**src/rtl/ccr_pkg.sv**
```systemverilog
// Shared definitions for the status byte: operation classes, field positions
// and the flag record. Assumes the fixed byte layout given in the brief.
package ccr_pkg;

    localparam int LVL_W  = 2;
    localparam int CCR_W  = 1 + LVL_W + 5;

    localparam int POS_C  = 0;
    localparam int POS_V  = 1;
    localparam int POS_Z  = 2;
    localparam int POS_N  = 3;
    localparam int POS_H  = 4;
    localparam int POS_LV = 5;
    localparam int POS_IE = POS_LV + LVL_W;

    typedef enum logic [2:0] {
        OPC_NONE  = 3'd0,
        OPC_ADD   = 3'd1,
        OPC_SUB   = 3'd2,
        OPC_SHIFT = 3'd3,
        OPC_LOGIC = 3'd4
    } op_cls_e;

    typedef struct packed {
        logic h;
        logic n;
        logic z;
        logic v;
        logic c;
    } flags_t;

endpackage

```
**src/rtl/ccr_ovf.sv**
```systemverilog
// Two's complement overflow detector for add or subtract of two DW-bit
// operands. It recomputes the sign-extended sum or difference, so the answer
// does not depend on the result bus. Assumes DW >= 2.
module ccr_ovf #(
    parameter int DW = 8
) (
    input  logic [DW-1:0] a,
    input  logic [DW-1:0] b,
    input  logic          is_sub,
    output logic          ovf
);
    localparam int EW = DW + 1;

    logic [EW-1:0] ext_a;
    logic [EW-1:0] ext_b;
    logic [EW-1:0] wide;

    // Sign-extend both operands and form the sum or difference one bit wider.
    always_comb begin
        ext_a = {a[DW-1], a};
        ext_b = {b[DW-1], b};
        wide  = is_sub ? (ext_a - ext_b) : (ext_a + ext_b);
        ovf   = wide[EW-1] ^ wide[EW-2];
    end
endmodule

```
**src/rtl/ccr_flag_calc.sv**
```systemverilog
// Next-flag selector. It picks the new H, N, Z, V and C from the operation
// class and the datapath side signals, and keeps the flags a class does not
// own. Assumes the overflow bit has already been computed for add/sub.
module ccr_flag_calc #(
    parameter int DW = 8
) (
    input  ccr_pkg::op_cls_e op,
    input  logic [DW-1:0]    res,
    input  logic             cy_nib,
    input  logic             cy_out,
    input  logic             shift_out,
    input  logic             ovf,
    input  ccr_pkg::flags_t  cur,
    output ccr_pkg::flags_t  nxt
);
    import ccr_pkg::*;

    logic res_zero;
    logic res_neg;

    // Result-derived flags shared by every updating class.
    always_comb begin
        res_zero = ~|res;
        res_neg  = res[DW-1];
    end

    // Class-specific flag selection.
    always_comb begin
        nxt = cur;
        unique case (op)
            OPC_ADD, OPC_SUB: begin
                nxt.h = cy_nib;
                nxt.n = res_neg;
                nxt.z = res_zero;
                nxt.v = ovf;
                nxt.c = cy_out;
            end
            OPC_SHIFT: begin
                nxt.n = res_neg;
                nxt.z = res_zero;
                nxt.v = 1'b0;
                nxt.c = shift_out;
            end
            OPC_LOGIC: begin
                nxt.n = res_neg;
                nxt.z = res_zero;
                nxt.v = 1'b0;
            end
            default: nxt = cur;
        endcase
    end
endmodule

```
**src/rtl/ccr_irq_gate.sv**
```systemverilog
// Interrupt acceptance compare. A request is taken when interrupts are
// enabled and its level code is strictly below the held level code.
// Assumes lower codes are more urgent.
module ccr_irq_gate #(
    parameter int LW = 2
) (
    input  logic          req,
    input  logic [LW-1:0] req_lvl,
    input  logic          ie,
    input  logic [LW-1:0] cur_lvl,
    output logic          take
);
    // Combinational gate on the held state.
    always_comb begin
        take = req & ie & (req_lvl < cur_lvl);
    end
endmodule

```
**src/rtl/ccr_gate.sv**
```systemverilog
// Status byte register with flag update and interrupt acceptance.
// Holds enable, level and five result flags. A direct load wins over a flag
// update, and only a direct load changes the enable and level fields.
// Assumes a synchronous active-low reset.
module ccr_gate #(
    parameter int DW = 8
) (
    input  logic                      clk,
    input  logic                      rst_n,
    input  logic [2:0]                op_cls,
    input  logic [DW-1:0]             res,
    input  logic [DW-1:0]             opa,
    input  logic [DW-1:0]             opb,
    input  logic                      cy_nib,
    input  logic                      cy_out,
    input  logic                      shift_out,
    input  logic                      wr_en,
    input  logic [ccr_pkg::CCR_W-1:0] wr_data,
    input  logic                      irq_req,
    input  logic [ccr_pkg::LVL_W-1:0] irq_lvl,
    output logic [ccr_pkg::CCR_W-1:0] ccr_q,
    output logic                      irq_take
);
    import ccr_pkg::*;

    op_cls_e          op;
    logic             ie_q;
    logic [LVL_W-1:0] lvl_q;
    flags_t           fl_q;
    flags_t           fl_nxt;
    logic             ovf;

    // Decode the raw class code; unused codes act as no-change.
    always_comb begin
        case (op_cls)
            3'd1:    op = OPC_ADD;
            3'd2:    op = OPC_SUB;
            3'd3:    op = OPC_SHIFT;
            3'd4:    op = OPC_LOGIC;
            default: op = OPC_NONE;
        endcase
    end

    ccr_ovf #(.DW(DW)) u_ovf (
        .a      (opa),
        .b      (opb),
        .is_sub (op == OPC_SUB),
        .ovf    (ovf)
    );

    ccr_flag_calc #(.DW(DW)) u_calc (
        .op        (op),
        .res       (res),
        .cy_nib    (cy_nib),
        .cy_out    (cy_out),
        .shift_out (shift_out),
        .ovf       (ovf),
        .cur       (fl_q),
        .nxt       (fl_nxt)
    );

    // Status byte register: reset, then direct load, then flag update.
    always_ff @(posedge clk) begin
        if (!rst_n) begin
            ie_q  <= 1'b0;
            lvl_q <= '0;
            fl_q  <= '0;
        end else if (wr_en) begin
            ie_q  <= wr_data[POS_IE];
            lvl_q <= wr_data[POS_LV +: LVL_W];
            fl_q  <= flags_t'(wr_data[POS_H:POS_C]);
        end else begin
            fl_q  <= fl_nxt;
        end
    end

    // Pack the fields into the visible byte.
    always_comb begin
        ccr_q = {ie_q, lvl_q, fl_q};
    end

    ccr_irq_gate #(.LW(LVL_W)) u_irq (
        .req     (irq_req),
        .req_lvl (irq_lvl),
        .ie      (ie_q),
        .cur_lvl (lvl_q),
        .take    (irq_take)
    );
endmodule

```
**config.mk**
```make
export PLATFORM = sky130hd
export DESIGN_NAME = ccr_gate
export DESIGN_NICKNAME = d
export VERILOG_FILES = /design/src/rtl/ccr_pkg.sv /design/src/rtl/ccr_ovf.sv /design/src/rtl/ccr_flag_calc.sv /design/src/rtl/ccr_irq_gate.sv /design/src/rtl/ccr_gate.sv
export SDC_FILE = /design/constraint.sdc
export NUM_CORES = 1
export LEC_CHECK = 0
export ABC_CLOCK_PERIOD_IN_PS = 3820
export BUFFER_PORTS_ARGS = -buffer_cell sky130_fd_sc_hd__buf_2
export CAP_MARGIN = 0
export CORE_UTILIZATION = 43
export DETAILED_ROUTE_END_ITERATION = 12
export PLACE_DENSITY = 0.78
export SETUP_SLACK_MARGIN = 0.5
export SYNTH_ARGS = -nofsm -noshare
export SYNTH_HDL_FRONTEND = slang
export SYNTH_SLANG_ARGS = --single-unit
```
**constraint.sdc**
```tcl
create_clock -name clk -period 3.82 [get_ports clk]
set_clock_uncertainty 0.1 [all_clocks]
set_input_delay 0.382 -clock clk [delete_from_list [all_inputs] [get_ports clk]]
set_output_delay 0.382 -clock clk [all_outputs]
set_load 0.05 [all_outputs]
```
# Word-level counts from Yosys, hierarchy flattened

Index checks and enable logic that the tools add are counted.

Output and inout port bits: 9
Input port bits: 44
Word-level logic and storage cells: 34
Flip-flop bits (word level): 8

Mux-type cells: 6
Magnitude comparators: 1
Add/subtract/negate cells: 2
Bitwise operators: 3
Eq/ne operators: 8
Reductions and logical operators: 7

Operators with widths:

| kind                                                | number |
|---|---|
| equality test 3 x 2 -> 1 bit, second input constant | 4 |
| one-hot mux 3 bit (4 select lines)                  | 1 |
| adder 8 x 8 -> 9 bit                                | 1 |
| two-way mux 9 bit                                   | 1 |
| subtractor 8 x 8 -> 9 bit                           | 1 |
| OR reduction 8 bit                                  | 1 |
| equality test 3 x 1 -> 1 bit, second input constant | 2 |
| equality test 3 bit, second input constant          | 2 |
| one-hot mux 3 bit (2 select lines)                  | 1 |
| nonzero test 3 bit                                  | 2 |
| two-way mux 5 bit                                   | 1 |
| OR reduction 2 bit                                  | 2 |
| AND 1 bit                                           | 2 |
| < comparator 2 bit                                  | 1 |
| one-hot mux 1 bit (2 select lines)                  | 1 |
| nonzero test 2 bit                                  | 1 |
| zero test 1 bit                                     | 1 |
| two-way mux 1 bit                                   | 1 |
| XOR 1 bit                                           | 1 |

# Longest topological paths before layout

Depth in word-level cells: 7
Gate-level depth with buffers: 11

# Cells and area by module

Synthesis repeated with hierarchy kept, for this count alone.

Cells, all modules: 101
Area, all modules: 907.1 um2

Modules (own cells, without submodules):

| module        | times used | area each (um2) | seq. area each (um2) | cells each |
|---|---|---|---|---|
| ccr_ovf       | 1          | 386.6           | 0.0                  | 48 |
| ccr_gate      | 1          | 335.3           | 160.2                | 30 |
| ccr_flag_calc | 1          | 146.4           | 0.0                  | 18 |
| ccr_irq_gate  | 1          | 38.8            | 0.0                  | 5 |

# Least setup slack after synthesis

OpenSTA, ideal clock, no wires.

Path kind: input -> register
From: in op_cls[0]
To: reg fl_q (netlist bit ccr_q[1])
Path slack: 1.000 ns
Data required time: 3.603 ns
Path buffers: 1
Stages on the path: 8
Data arrival time: 2.603 ns
Cells stage by stage: buf_4 or3b_4 mux2i_1 ha_1 a2111oi_0 nor4_1 or4b_1 a32o_1

Word-level cells in the longest chain between the ends: 7
Elaborated cells between the ends (all ways): 16
Those cells by class: eq/ne (8); mux (4); bitwise (1); reduce/logical (3)

RTL lines:

| what                                        | RTL line                            | RTL |
|---|---|---|
| from (decl)                                 | ccr_gate.sv:10                      | `input logic [2:0] op_cls,` |
| equality test 3 bit (tied with other cells) | ccr_gate.sv:35                      | `case (op_cls)` |
| one-hot mux 3 bit (4 select lines) (*)      | ccr_gate.sv:35                      |  |
| equality test 3 x 2 -> 1 bit                | ccr_flag_calc.sv:30, ccr_gate.sv:47 |  |
| two-way mux 9 bit                           | ccr_ovf.sv:22                       | `wide = is_sub ? (ext_a - ext_b) : (ext_a + ext_b);` |
| XOR 1 bit                                   | ccr_ovf.sv:23                       | `ovf = wide[EW-1] ^ wide[EW-2];` |
| one-hot mux 3 bit (2 select lines)          | ccr_flag_calc.sv:30                 | `unique case (op)` |
| two-way mux 5 bit                           | ccr_gate.sv:68                      | `end else if (wr_en) begin` |
| to (signal assigned)                        | ccr_gate.sv:71                      | `fl_q <= flags_t'(wr_data[POS_H:POS_C]);` |
| to (signal assigned)                        | ccr_gate.sv:73                      | `fl_q <= fl_nxt;` |
| to (decl)                                   | ccr_gate.sv:29                      | `flags_t fl_q;` |

Mark *: on every way between the ends. The rest lies on a longest branch, timed or not. The select of a mux whose other input is x is not followed.
A chain may end at the register's enable or synchronous reset.

# Worst setup path after layout

From: in op_cls[1]
To: reg fl_q (netlist bit ccr_q[1])

Same word-level chain as after synthesis.

==> summary.md <==
| Metric | Value |
|---|---|
| RSZ-0062 raised after global routing | no |
| Vias in the first global route | 796 |
| Sequential power share | 31.8% |
| Multi-input gate area | 679.4 um^2 |
| Worst slew margin | 61.38% |
| Post-route ant nets | 0 |
| Crit Path Max Fanout | 8 |
| Crit Path Class | primary input to register |
| Max-cap viol count | 0 |
| R2R cell count | 3 |
| Detailed-route via count | 957 |
| I/O pins | 53 |
| Max Slew Vio Count | 0 |
| CP Capture Type | register |
| WHS Path Cells | 3 |
| Synthesized flop and latch total | 8 |
| # Post-CTS Setup Buffers | 0 |
| Cell variety after synth | 41 |
| Register area | 160.2 um^2 |
| Ant diodes | 0 |
| Die Area | 0.002270 mm^2 |
| Hold wc startpoint | wr_data[6] |
| Pin count of the biggest net entering global routing | 17 |
| Ys async rst share | 0% |
| GRT Util Overall | 18.60% |
| VDD IR max | 0.0002054 V |
| P_int | 187.5 uW |
| Clock share of power | 21.4% |
| F_max | 354.6 MHz |
| Net count after synthesis | 160 |
| TritonCTS buffer count | 3 |
| Final Cycle Share | 73.83% |
| Worst Hold Class | primary input to register |
| Final weighted congestion in routability-driven placement | 0.7643 |
| Clock transition at path regs | 0.06 ns |
| Routed WL per cell | 11.36 um |
| Status | completed |
| Endpoints failing hold | 0 |
| Period minus WS final | 2.820 ns |
| Lkg Pwr | 0.5817 nW |
| Row cnt | 16 |
| Startpoint types | primary input |
| Effective utilization at floorplan | 45.66% |
| FF-to-FF Start | ccr_q[1] |
| Comb pwr share | 46.8% |
| Fill count | 195 |
| Ys flop type | dfxtp_1 |
| Die Height | 47.65 um |
| # setup viols final | 0 |
| PwrDens | 251.6 mW/mm^2 |
| YS warnings | 0 |
| DRT iter0 DRCs | 5 |
| Sequential fraction of the synthesis area | 17.88% |
| TNS Setup | 0 ns |
| Initial antenna violation count | 0 |
| Switching part of the total | 36.38% |
| CTS sink count | 8 |
| Via density | 5.230 |
| Worst Setup SP | op_cls[1] |
| First-pass GRT wire length | 2967 um |
| Clock root buffer | clkbuf_4 |
| Grt total ovfl | 0 |
| # DRC | 0 |
| Worst slew pin tran | 0.5647 ns |
| Crit path DAT | 2.87 ns |
| Routed WL | 2078 um |
| Clock Path Buffers | 2 |
| Syn Area/Cell | 8.373 um^2 |
| CTS tree | built |
| WP data required | 3.87 ns |
| Chip width | 47.65 um |
| H-Tree Depth | 1 |
| Post-CTS Resized | 0 |
| Skew-Pair Late Insertion Delay | 0.24 ns |
| Net count reported at finish | 211 |
| Switching power | 107.2 uW |
| Detail Placement HPWL | 1758 um |
| Final WS setup | 0.9999 ns |
| Post-synthesis cell count | 107 |
| Hold Buf Count CTS | 0 |
| Layout cells sized above 1 | 37.18% |
| Post-Synthesis Cell Area | 895.9 um^2 |
| Pre-CTS setup slack | 0.7178 ns |
| Port Buffers | 52 |
| Core ar. | 0.001962 mm^2 |
| Initial DRT Pass Iterations | 4 |
| Post-synth EDFFs | 0 |
| Area Overhead vs Synth | 30.73% |
-- Yosys cell counts (2+ instances only) --
cell type | instances | area, um^2
a211oi_1 | 2 | 15.01
a21o_1 | 2 | 15.01
a21oi_1 | 5 | 25.02
a32o_1 | 2 | 20.02
and2_1 | 2 | 12.51
buf_4 | 3 | 22.52
clkbuf_1 | 2 | 7.510
dfxtp_1 | 8 | 160.2
ha_1 | 9 | 112.6
inv_1 | 4 | 15.01
mux2i_1 | 7 | 70.07
nand2_1 | 3 | 11.26
nand2b_1 | 2 | 12.51
nor2_1 | 9 | 33.78
nor2b_1 | 3 | 18.77
nor3_1 | 3 | 15.01
nor3b_1 | 2 | 15.01
nor4_1 | 2 | 12.51
o21ai_0 | 5 | 25.02
o22ai_1 | 2 | 12.51
o311a_1 | 2 | 20.02
or4_1 | 2 | 15.01
xnor2_1 | 8 | 70.07
-- stage by stage --
| stage | power [mW] | util (%) | hold slack (ns) | instances | instance area, um^2 |
|---|---|---|---|---|---|
| 6_report | 0.2947 | 59.69 | 0.2911 | 183 | 1171 |
| 2_1_floorplan | 0.1914 | - | 0.4037 | 107 | 895.9 |
| 5_1_grt | 0.3184 | 59.69 | 0.3081 | 183 | 1171 |
| 3_5_place_dp | 0.2333 | 58.55 | 0.3952 | 180 | 1149 |
| 3_3_place_gp | 0.2296 | 58.55 | 0.3957 | 180 | 1149 |
| 4_1_cts | 0.2989 | 59.69 | 0.2798 | 183 | 1171 |
-- power by group through the flow --
stage	Combinational, mW	Sequential, mW	Clock (mW)
2_1_floorplan	0.0769	0.114	0
6_report	0.138	0.0937	0.0631
5_1_grt	0.152	0.0943	0.0719
3_5_place_dp	0.138	0.0953	0
4_1_cts	0.139	0.0937	0.0665
3_3_place_gp	0.135	0.0950	0
-- cell type report --
cell class | instances | share of cell area (%)
Clock buffer | 3 | 1.923
Multi-Input combinational cell | 89 | 58.01
Tap cell | 27 | 2.885
Sequential cell | 8 | 13.68
Inverter | 4 | 1.282
Timing Repair Buffer | 52 | 22.22
-- metal layers --
| layer | GRT usage (%) | routed length [um] |
|---|---|---|
| met4 | 6.111 | 0 |
| met2 | 35.89 | 1116 |
| met5 | 0 | 0 |
| met3 | 3.019 | 70 |
| met1 | 20.45 | 891 |
-- cell families after synthesis --
family | share of synthesized area, %
xor+xnor | 8.799
mux | 7.822
buf+inv | 6.284
fa+ha+maj | 12.57
compound gates | 22.49
simple gates | 24.16
flops | 17.88
-- flip-flops by register name, indices dropped and copies added, names as in the netlist --
signal	flops
ccr_q	5
lvl_q	2
ie_q	1
-- placed cells by master (no fill, tap or decap), drive strengths merged, types with 4 or more instances in the layout --
master  count
buf        52
nor2        9
dfxtp       8
xnor2       8
o21ai       5
inv         4
mux2i       7
a21oi       5
ha          9
-- worst max-delay path, cell delays in order --
cell and delay, ns:
buf_2 0.15, nor3b_2 0.44, nor2_1 0.10, xnor2_1 0.14, ha_1 0.19, a2111oi_0 0.55
nor4_1 0.13, or4b_1 0.52, a32o_1 0.26
-- path summary, 6_finish.rpt --
check,to,slack (ns)
min reg2reg,ccr_q[2],0.40
max reg2reg,ccr_q[1],2.76
max,ccr_q[1],1.0
min,lvl_q[1],0.29
Power figures use the tool's default switching activity.
